**src/rtl/rcc_pkg.sv**
```systemverilog
`timescale 1ns/1ps
package rcc_pkg;
    localparam int NCAUSE    = 7;
    localparam int C_EXT     = 0;
    localparam int C_PWR     = 1;
    localparam int C_BOD     = 2;
    localparam int C_SOFTFUL = 3;
    localparam int C_SOFTPRT = 4;
    localparam int C_DBG     = 5;
    localparam int C_WDT     = 6;

    localparam int OFF_CFG    = 'h000;
    localparam int OFF_KEYPRT = 'h004;
    localparam int OFF_KEYFUL = 'h008;
    localparam int OFF_CAUSE  = 'h00C;
    localparam int OFF_CLR    = 'h010;
    localparam int OFF_TRACE  = 'h014;
    localparam int OFF_IEN    = 'h200;
    localparam int OFF_ISTAT  = 'h204;
    localparam int OFF_ICLR   = 'h208;
    localparam int OFF_ISET   = 'h20C;

    localparam logic [7:0] KEY_PARTIAL = 8'h1B;
    localparam logic [7:0] KEY_FULL    = 8'hD4;

    typedef struct packed {
        logic wdt_en;
        logic bod_en;
    } cfg_t;

    typedef struct packed {
        cfg_t cfg;
        logic trace;
    } ctl_t;
endpackage

```
**src/rtl/rcc_stretch.sv**
```systemverilog
`timescale 1ns/1ps
module rcc_stretch #(
    parameter int LEN           = 8,
    parameter bit LOAD_AT_RESET = 1'b0
) (
    input  logic clk_i,
    input  logic rst_n_i,
    input  logic trig_i,
    output logic active_o
);
    localparam int CW = $clog2(LEN + 1);
    localparam logic [CW-1:0] LOADV = CW'(LEN);
    localparam logic [CW-1:0] RSTV  = LOAD_AT_RESET ? LOADV : '0;

    logic [CW-1:0] cnt_d, cnt_q;

    always_comb begin
        if (trig_i)
            cnt_d = LOADV;
        else if (cnt_q != '0)
            cnt_d = cnt_q - 1'b1;
        else
            cnt_d = '0;
    end

    always_ff @(posedge clk_i or negedge rst_n_i) begin
        if (!rst_n_i) cnt_q <= RSTV;
        else          cnt_q <= cnt_d;
    end

    assign active_o = (cnt_q != '0);
endmodule

```
**src/rtl/rcc_cause_log.sv**
```systemverilog
`timescale 1ns/1ps
module rcc_cause_log #(
    parameter int              N        = 7,
    parameter logic [N-1:0]    RESET_VAL = '0
) (
    input  logic         clk_i,
    input  logic         rst_n_i,
    input  logic [N-1:0] set_i,
    input  logic         clr_i,
    output logic [N-1:0] log_o
);
    logic [N-1:0] log_d, log_q;

    always_comb begin
        log_d = clr_i ? '0 : log_q;
        log_d = log_d | set_i;
    end

    always_ff @(posedge clk_i or negedge rst_n_i) begin
        if (!rst_n_i) log_q <= RESET_VAL;
        else          log_q <= log_d;
    end

    assign log_o = log_q;
endmodule

```
**src/rtl/rcc_bod_irq.sv**
```systemverilog
`timescale 1ns/1ps
module rcc_bod_irq (
    input  logic clk_i,
    input  logic rst_n_i,
    input  logic en_wr_i,
    input  logic en_val_i,
    input  logic set_i,
    input  logic clr_i,
    output logic en_o,
    output logic stat_o,
    output logic irq_o
);
    typedef struct packed {
        logic en;
        logic stat;
    } irq_st_t;

    irq_st_t st_d, st_q;

    always_comb begin
        st_d = st_q;
        if (en_wr_i) st_d.en = en_val_i;
        if (set_i)
            st_d.stat = 1'b1;
        else if (clr_i)
            st_d.stat = 1'b0;
    end

    always_ff @(posedge clk_i or negedge rst_n_i) begin
        if (!rst_n_i) st_q <= '0;
        else          st_q <= st_d;
    end

    assign en_o   = st_q.en;
    assign stat_o = st_q.stat;
    assign irq_o  = st_q.en & st_q.stat;
endmodule

```
**src/rtl/reset_cause_ctrl.sv**
```systemverilog
`timescale 1ns/1ps
module reset_cause_ctrl
    import rcc_pkg::*;
#(
    parameter int ADDR_W    = 12,
    parameter int DATA_W    = 32,
    parameter int PULSE_LEN = 8
) (
    input  logic              clk_i,
    input  logic              por_n_i,
    input  logic              ext_req_i,
    input  logic              bod_evt_i,
    input  logic              wdt_req_i,
    input  logic              dbg_req_i,
    input  logic              sysreq_i,
    input  logic              bus_sel_i,
    input  logic              bus_wr_i,
    input  logic [ADDR_W-1:0] bus_addr_i,
    input  logic [DATA_W-1:0] bus_wdata_i,
    output logic [DATA_W-1:0] bus_rdata_o,
    output logic              rst_full_o,
    output logic              rst_partial_o,
    output logic              trace_rst_o,
    output logic              bod_irq_o
);
    localparam int NDOM = 2;
    localparam logic [NDOM-1:0] DOM_LOAD = 2'b01;
    localparam logic [NCAUSE-1:0] LOG_RST = NCAUSE'(1) << C_PWR;

    ctl_t ctl_d, ctl_q;
    logic wr, rd;
    logic hit_cfg, hit_kprt, hit_kful, hit_cause, hit_clr, hit_trace;
    logic hit_ien, hit_istat, hit_iclr, hit_iset;
    logic poi_hit, por_key_hit, clr_hit;
    logic [NCAUSE-1:0] cause;
    logic [NCAUSE-1:0] log_q;
    logic [NDOM-1:0]   dom_trig, dom_act;
    logic irq_en, irq_stat;
    logic unused_wdata;

    assign wr = bus_sel_i & bus_wr_i;
    assign rd = bus_sel_i & ~bus_wr_i;

    assign hit_cfg   = (bus_addr_i == ADDR_W'(OFF_CFG));
    assign hit_kprt  = (bus_addr_i == ADDR_W'(OFF_KEYPRT));
    assign hit_kful  = (bus_addr_i == ADDR_W'(OFF_KEYFUL));
    assign hit_cause = (bus_addr_i == ADDR_W'(OFF_CAUSE));
    assign hit_clr   = (bus_addr_i == ADDR_W'(OFF_CLR));
    assign hit_trace = (bus_addr_i == ADDR_W'(OFF_TRACE));
    assign hit_ien   = (bus_addr_i == ADDR_W'(OFF_IEN));
    assign hit_istat = (bus_addr_i == ADDR_W'(OFF_ISTAT));
    assign hit_iclr  = (bus_addr_i == ADDR_W'(OFF_ICLR));
    assign hit_iset  = (bus_addr_i == ADDR_W'(OFF_ISET));

    assign poi_hit     = wr & hit_kprt & (bus_wdata_i[7:0] == KEY_PARTIAL);
    assign por_key_hit = wr & hit_kful & (bus_wdata_i[7:0] == KEY_FULL);
    assign clr_hit     = wr & hit_clr & bus_wdata_i[0];
    assign unused_wdata = ^bus_wdata_i[DATA_W-1:8];

    // control registers: configuration enables and trace-port reset
    always_comb begin
        ctl_d = ctl_q;
        if (wr && hit_cfg) begin
            ctl_d.cfg.bod_en = bus_wdata_i[0];
            ctl_d.cfg.wdt_en = bus_wdata_i[1];
        end
        if (wr && hit_trace) ctl_d.trace = bus_wdata_i[0];
    end

    always_ff @(posedge clk_i or negedge por_n_i) begin
        if (!por_n_i) ctl_q <= '0;
        else          ctl_q <= ctl_d;
    end

    // accepted causes this cycle
    always_comb begin
        cause            = '0;
        cause[C_EXT]     = ext_req_i;
        cause[C_BOD]     = bod_evt_i & ctl_q.cfg.bod_en;
        cause[C_SOFTFUL] = sysreq_i | por_key_hit;
        cause[C_SOFTPRT] = poi_hit;
        cause[C_DBG]     = dbg_req_i;
        cause[C_WDT]     = wdt_req_i & ctl_q.cfg.wdt_en;
    end

    assign dom_trig[0] = cause[C_EXT] | cause[C_BOD] | cause[C_SOFTFUL]
                       | cause[C_DBG] | cause[C_WDT];
    assign dom_trig[1] = cause[C_SOFTPRT];

    genvar gi;
    generate
        for (gi = 0; gi < NDOM; gi++) begin : g_dom
            rcc_stretch #(
                .LEN(PULSE_LEN),
                .LOAD_AT_RESET(DOM_LOAD[gi])
            ) u_stretch (
                .clk_i   (clk_i),
                .rst_n_i (por_n_i),
                .trig_i  (dom_trig[gi]),
                .active_o(dom_act[gi])
            );
        end
    endgenerate

    rcc_cause_log #(
        .N(NCAUSE),
        .RESET_VAL(LOG_RST)
    ) u_log (
        .clk_i  (clk_i),
        .rst_n_i(por_n_i),
        .set_i  (cause),
        .clr_i  (clr_hit),
        .log_o  (log_q)
    );

    rcc_bod_irq u_irq (
        .clk_i   (clk_i),
        .rst_n_i (por_n_i),
        .en_wr_i (wr & hit_ien),
        .en_val_i(bus_wdata_i[0]),
        .set_i   (bod_evt_i | (wr & hit_iset & bus_wdata_i[0])),
        .clr_i   (wr & hit_iclr & bus_wdata_i[0]),
        .en_o    (irq_en),
        .stat_o  (irq_stat),
        .irq_o   (bod_irq_o)
    );

    // read mux; write-only and unmapped offsets return zero
    always_comb begin
        bus_rdata_o = '0;
        if (rd) begin
            if (hit_cfg)   bus_rdata_o[1:0] = {ctl_q.cfg.wdt_en, ctl_q.cfg.bod_en};
            if (hit_cause) bus_rdata_o[NCAUSE-1:0] = log_q;
            if (hit_trace) bus_rdata_o[0] = ctl_q.trace;
            if (hit_ien)   bus_rdata_o[0] = irq_en;
            if (hit_istat) bus_rdata_o[0] = irq_stat;
        end
    end

    assign rst_full_o    = dom_act[0];
    assign rst_partial_o = dom_act[1];
    assign trace_rst_o   = ctl_q.trace;
endmodule

```
**config.mk**
```make
export PLATFORM = sky130hd
export DESIGN_NAME = reset_cause_ctrl
export DESIGN_NICKNAME = d
export VERILOG_FILES = /design/src/rtl/rcc_pkg.sv /design/src/rtl/rcc_stretch.sv /design/src/rtl/rcc_cause_log.sv /design/src/rtl/rcc_bod_irq.sv /design/src/rtl/reset_cause_ctrl.sv
export SDC_FILE = /design/constraint.sdc
export NUM_CORES = 1
export LEC_CHECK = 0
export CORE_MARGIN = 3
export CORE_UTILIZATION = 27
export CTS_BUF_LIST = sky130_fd_sc_hd__clkbuf_4 sky130_fd_sc_hd__clkbuf_8
export DETAILED_ROUTE_END_ITERATION = 8
export SYNTH_ARGS = -nofsm -noshare
export SYNTH_HDL_FRONTEND = slang
export SYNTH_SLANG_ARGS = --single-unit
export TNS_END_PERCENT = 20
```
**constraint.sdc**
```tcl
create_clock -name clk_i -period 4.5 [get_ports clk_i]
set_input_delay 0.45 -clock clk_i [delete_from_list [all_inputs] [get_ports clk_i]]
set_output_delay 0.45 -clock clk_i [all_outputs]
set_load 0.02 [all_outputs]
```
==> impl_results.md <==
- Post-CTS clock slew at the launch and capture registers of the worst setup and hold paths: about 0.08 ns
- Mapped Cells: approximately 140
- Total CTS buffers: 3
- Growth of design area from synthesis to finish: 33.9%
- Number of global-route vias before repair: about 1,100
- Number of enable-type register cells in the synthesized netlist: 0
- Worst-skew pair later-pin latency: approximately 0.26 ns
- Cell type with the highest aggregate area in the netlist: dfrtp_1
- Post-detailed-route DRC marker count: 0
- Cell Area, Synth: roughly 1300 um2
- Cells on worst reg2reg path: 4
- Critical-path top delay cell: clkdlybuf4s50_1
- Number of violations reported at the end of detailed-routing iteration 0: 26
- Number of synthesized register bits: 20
- Class of the tightest hold or removal check: flop to flop
- Cell class contributing the biggest share of worst-path delay: buffers and inverters
- Antenna violations before repair: 0
- Area taken by flip-flops and latches: between 500 and 600 um2
- Total vias in the final route: approximately 1,100
- Starting Density: around 28%
- Number of setup violations in the final report: 0
- CTS resizes: 0
- Biggest cell delay along the critical path: 0.61 ns
- Cell-by-cell trace of the critical path: clkdlybuf4s50_1, nor4b_1, and2_1, nor4b_1, buf_4, and2_1, clkdlybuf4s50_1
- Count of buffering cells on the critical path with inverters included: 3
- Fmax: just under 0.3 GHz
- Sort of element at the end of the critical path: primary output
- WS Path Type: primary input to primary output
- GR Overflow Total: 0
- Maximum number of pins on one net before global-route repair: 21
- Number of inserted filler cells in the final layout: 509
- RSZ-0062 raised after global routing: no
- Hold depth: 1
- Final GP Congestion: approximately 0.80
- Area contributors post-synth: dfrtp_1, buf_4, and2_1, dfstp_2, nor3_1
- HPWL Detailed: between 2 and 3 mm
- Leak: approximately 0.75 nW
- Total power divided by cell area: around 300 nW/um2
- Startpoint types: primary input
- X dimension of the die: approximately 77 um
- CTS tree: yes
- Root buffer selected by CTS: clkbuf_8
- Nets: 240
- Post-Route Setup TNS: 0 ns
- Die footprint: ~6000 um2
- Main flop type after synthesis: dfrtp_1
- Minimum clock period after layout: 3.38 ns
- Average footprint of a synthesized cell: around 9.5 um2
- I/O Pins: just under 90
- Placeable core area: between 4000 and 5000 um2
- Routed length per instance: ~12 um
- CP required: around 4.1 ns
- Synth unique cells: 38
- Hold violation count in the final report: 0
- Worst-margin pin slew: 0.871 ns
- Height of the die: about 77 um
- # rows: 25
- Maximum number of buffers from clock root to sink: 2
- Final count of pins violating max slew: 0
- Crit path depth: 7
- Number of nets with antenna violations after routing: 0
- Layout cells sized above 1: under 10%
- Total of buffers placed on input and output ports: 39
- Final cycle utilization of the critical path: 75.2%
- Area taken by multi-input logic gates: 706 um2
- Worst vdd ir: 0.244 mV
- Largest fanout on the critical path: 6
- Clock sink count: 20
- Number of diodes added for antenna fixing: 0
- Relative max-transition margin: between 40% and 50%
- Hold-fix buffers at CTS: 0
- Number of max-cap violations: 0
- Arrival time at the worst endpoint: ~2.9 ns
- Async set or reset register ratio after synthesis: 100%
- Buffers inserted during post-CTS setup optimization: 0
- Number of vias per cell after detailed routing: about 4.5
- Sequential area share after synthesis: 37.4%
- Result of the run: completed
- Number of warnings issued by yosys: 0
- Worst-case clock skew: a little under 0.009 ns
- Share of Yosys cell area claimed by the top area cell type: about a third
- Routed Wire Length: 3.07 mm
- First-pass iteration count of the detailed router: 4
- Worst slack on hold paths: about 0.46 ns
- Aggregate global-route resource usage: a little over a tenth
- # H-tree levels: 1
- Wire length of the first global-routing pass: about 5.1 mm
-- flip-flops by register name, summed over array words and instances (netlist names) --
register and flops:
ctl_q 2, g_dom.u_stretch.cnt_q 8, trace_rst_o 1, u_irq.en_o 1
u_irq.stat_o 1, u_log.log_o 7
-- cell families after synthesis --
logic type,after synthesis,synth area share [%]
flip-flops,20,37.4
buffers and inverters,34,16.8
multiplexers,4,3.35
adder cells (fa/ha/maj),2,1.86
AND/OR/NAND/NOR,61,29.0
AO/OA/AOI/OAI,19,11.3
other,1,0.279
-- Yosys cell counts, types with 4 or more instances --
cell type and count:
a21o_1 4, and2_1 9, mux2_2 4, nand4_1 4
dfrtp_1 18, buf_4 26, nand2b_1 5, nor3_1 10
nor4b_1 4, nor4_1 4, inv_1 8
-- through the flow --
step	power [mW]	area, um2	cells	setup WS (ns)	utilization (%)
after global routing	0.562	1800	251	0.894	37.8
after detailed placement	0.356	1730	247	1.13	36.3
final	0.530	1800	251	1.12	37.8
after floorplan	0.318	1430	165	2.23	-
after global placement	0.355	1730	247	1.14	36.3
after CTS	0.539	1800	251	1.13	37.8
-- cells in the final DEF, fill, tap and decap left out, types with 3 or more instances in the layout --
cell	Yosys	routed
nand2_1	3	3
a21o_1	4	4
nor3_1	10	10
nand2b_1	5	5
clkdlybuf4s50_1	0	39
nor4_1	4	4
conb_1	1	25
nor2_1	3	3
mux2_2	4	4
nor3b_1	3	3
nor4b_1	4	4
a22o_1	3	3
and2_1	9	9
dfrtp_1	18	18
a21oi_1	3	3
clkbuf_8	0	3
nand4_1	4	4
inv_1	8	8
-- worst register-to-register path, stage by stage (launching register included) --
cell and delay [ns]:
dfrtp_1 0.42, a22o_1 0.25, nor3_1 0.17, o211ai_2 0.17, nor3_1 0.16
-- layer usage --
metal  wire [um]  global-route usage (%)  part of all wire (%)  up-vias
li1            -                       -                     -      552
met1        1390                    13.8                    45      526
met2        1420                    17.6                    46       38
met3         231                    3.66                   7.5        2
met4          22                    2.36                  0.72        0
met5           0                       0                     0        -
-- report_power, final --
part           total (mW)  internal [mW]  switching (mW)
Combinational       0.138         0.0671          0.0707
Sequential          0.214          0.200          0.0137
Clock               0.179          0.119          0.0601
-- area by class of cell --
cell class	instances	share of cell area, %
sequential	20	28.0
tap	67	4.66
inverter	8	1.67
clock inverter	1	1.67
timing repair buffer	41	22.5
multi-input combinational	111	39.2
clock buffer	3	2.29
-- path summary, 6_finish.rpt --
check / startpoint / endpoint / slack [ns]
min reg2reg: g_dom[0].u_stretch.cnt_q[0] / g_dom[0].u_stretch.cnt_q[0] / 0.46
max reg2reg: ctl_q[1] / g_dom[0].u_stretch.cnt_q[0] / 3.27
min: g_dom[0].u_stretch.cnt_q[0] / g_dom[0].u_stretch.cnt_q[0] / 0.46
max: bus_addr_i[4] / bus_rdata_o[4] / 1.12
min in group asynchronous: por_n_i / g_dom[0].u_stretch.cnt_q[2] / 0.68
max in group asynchronous: por_n_i / ctl_q[1] / 3.28
Power figures use the tool's default switching activity.
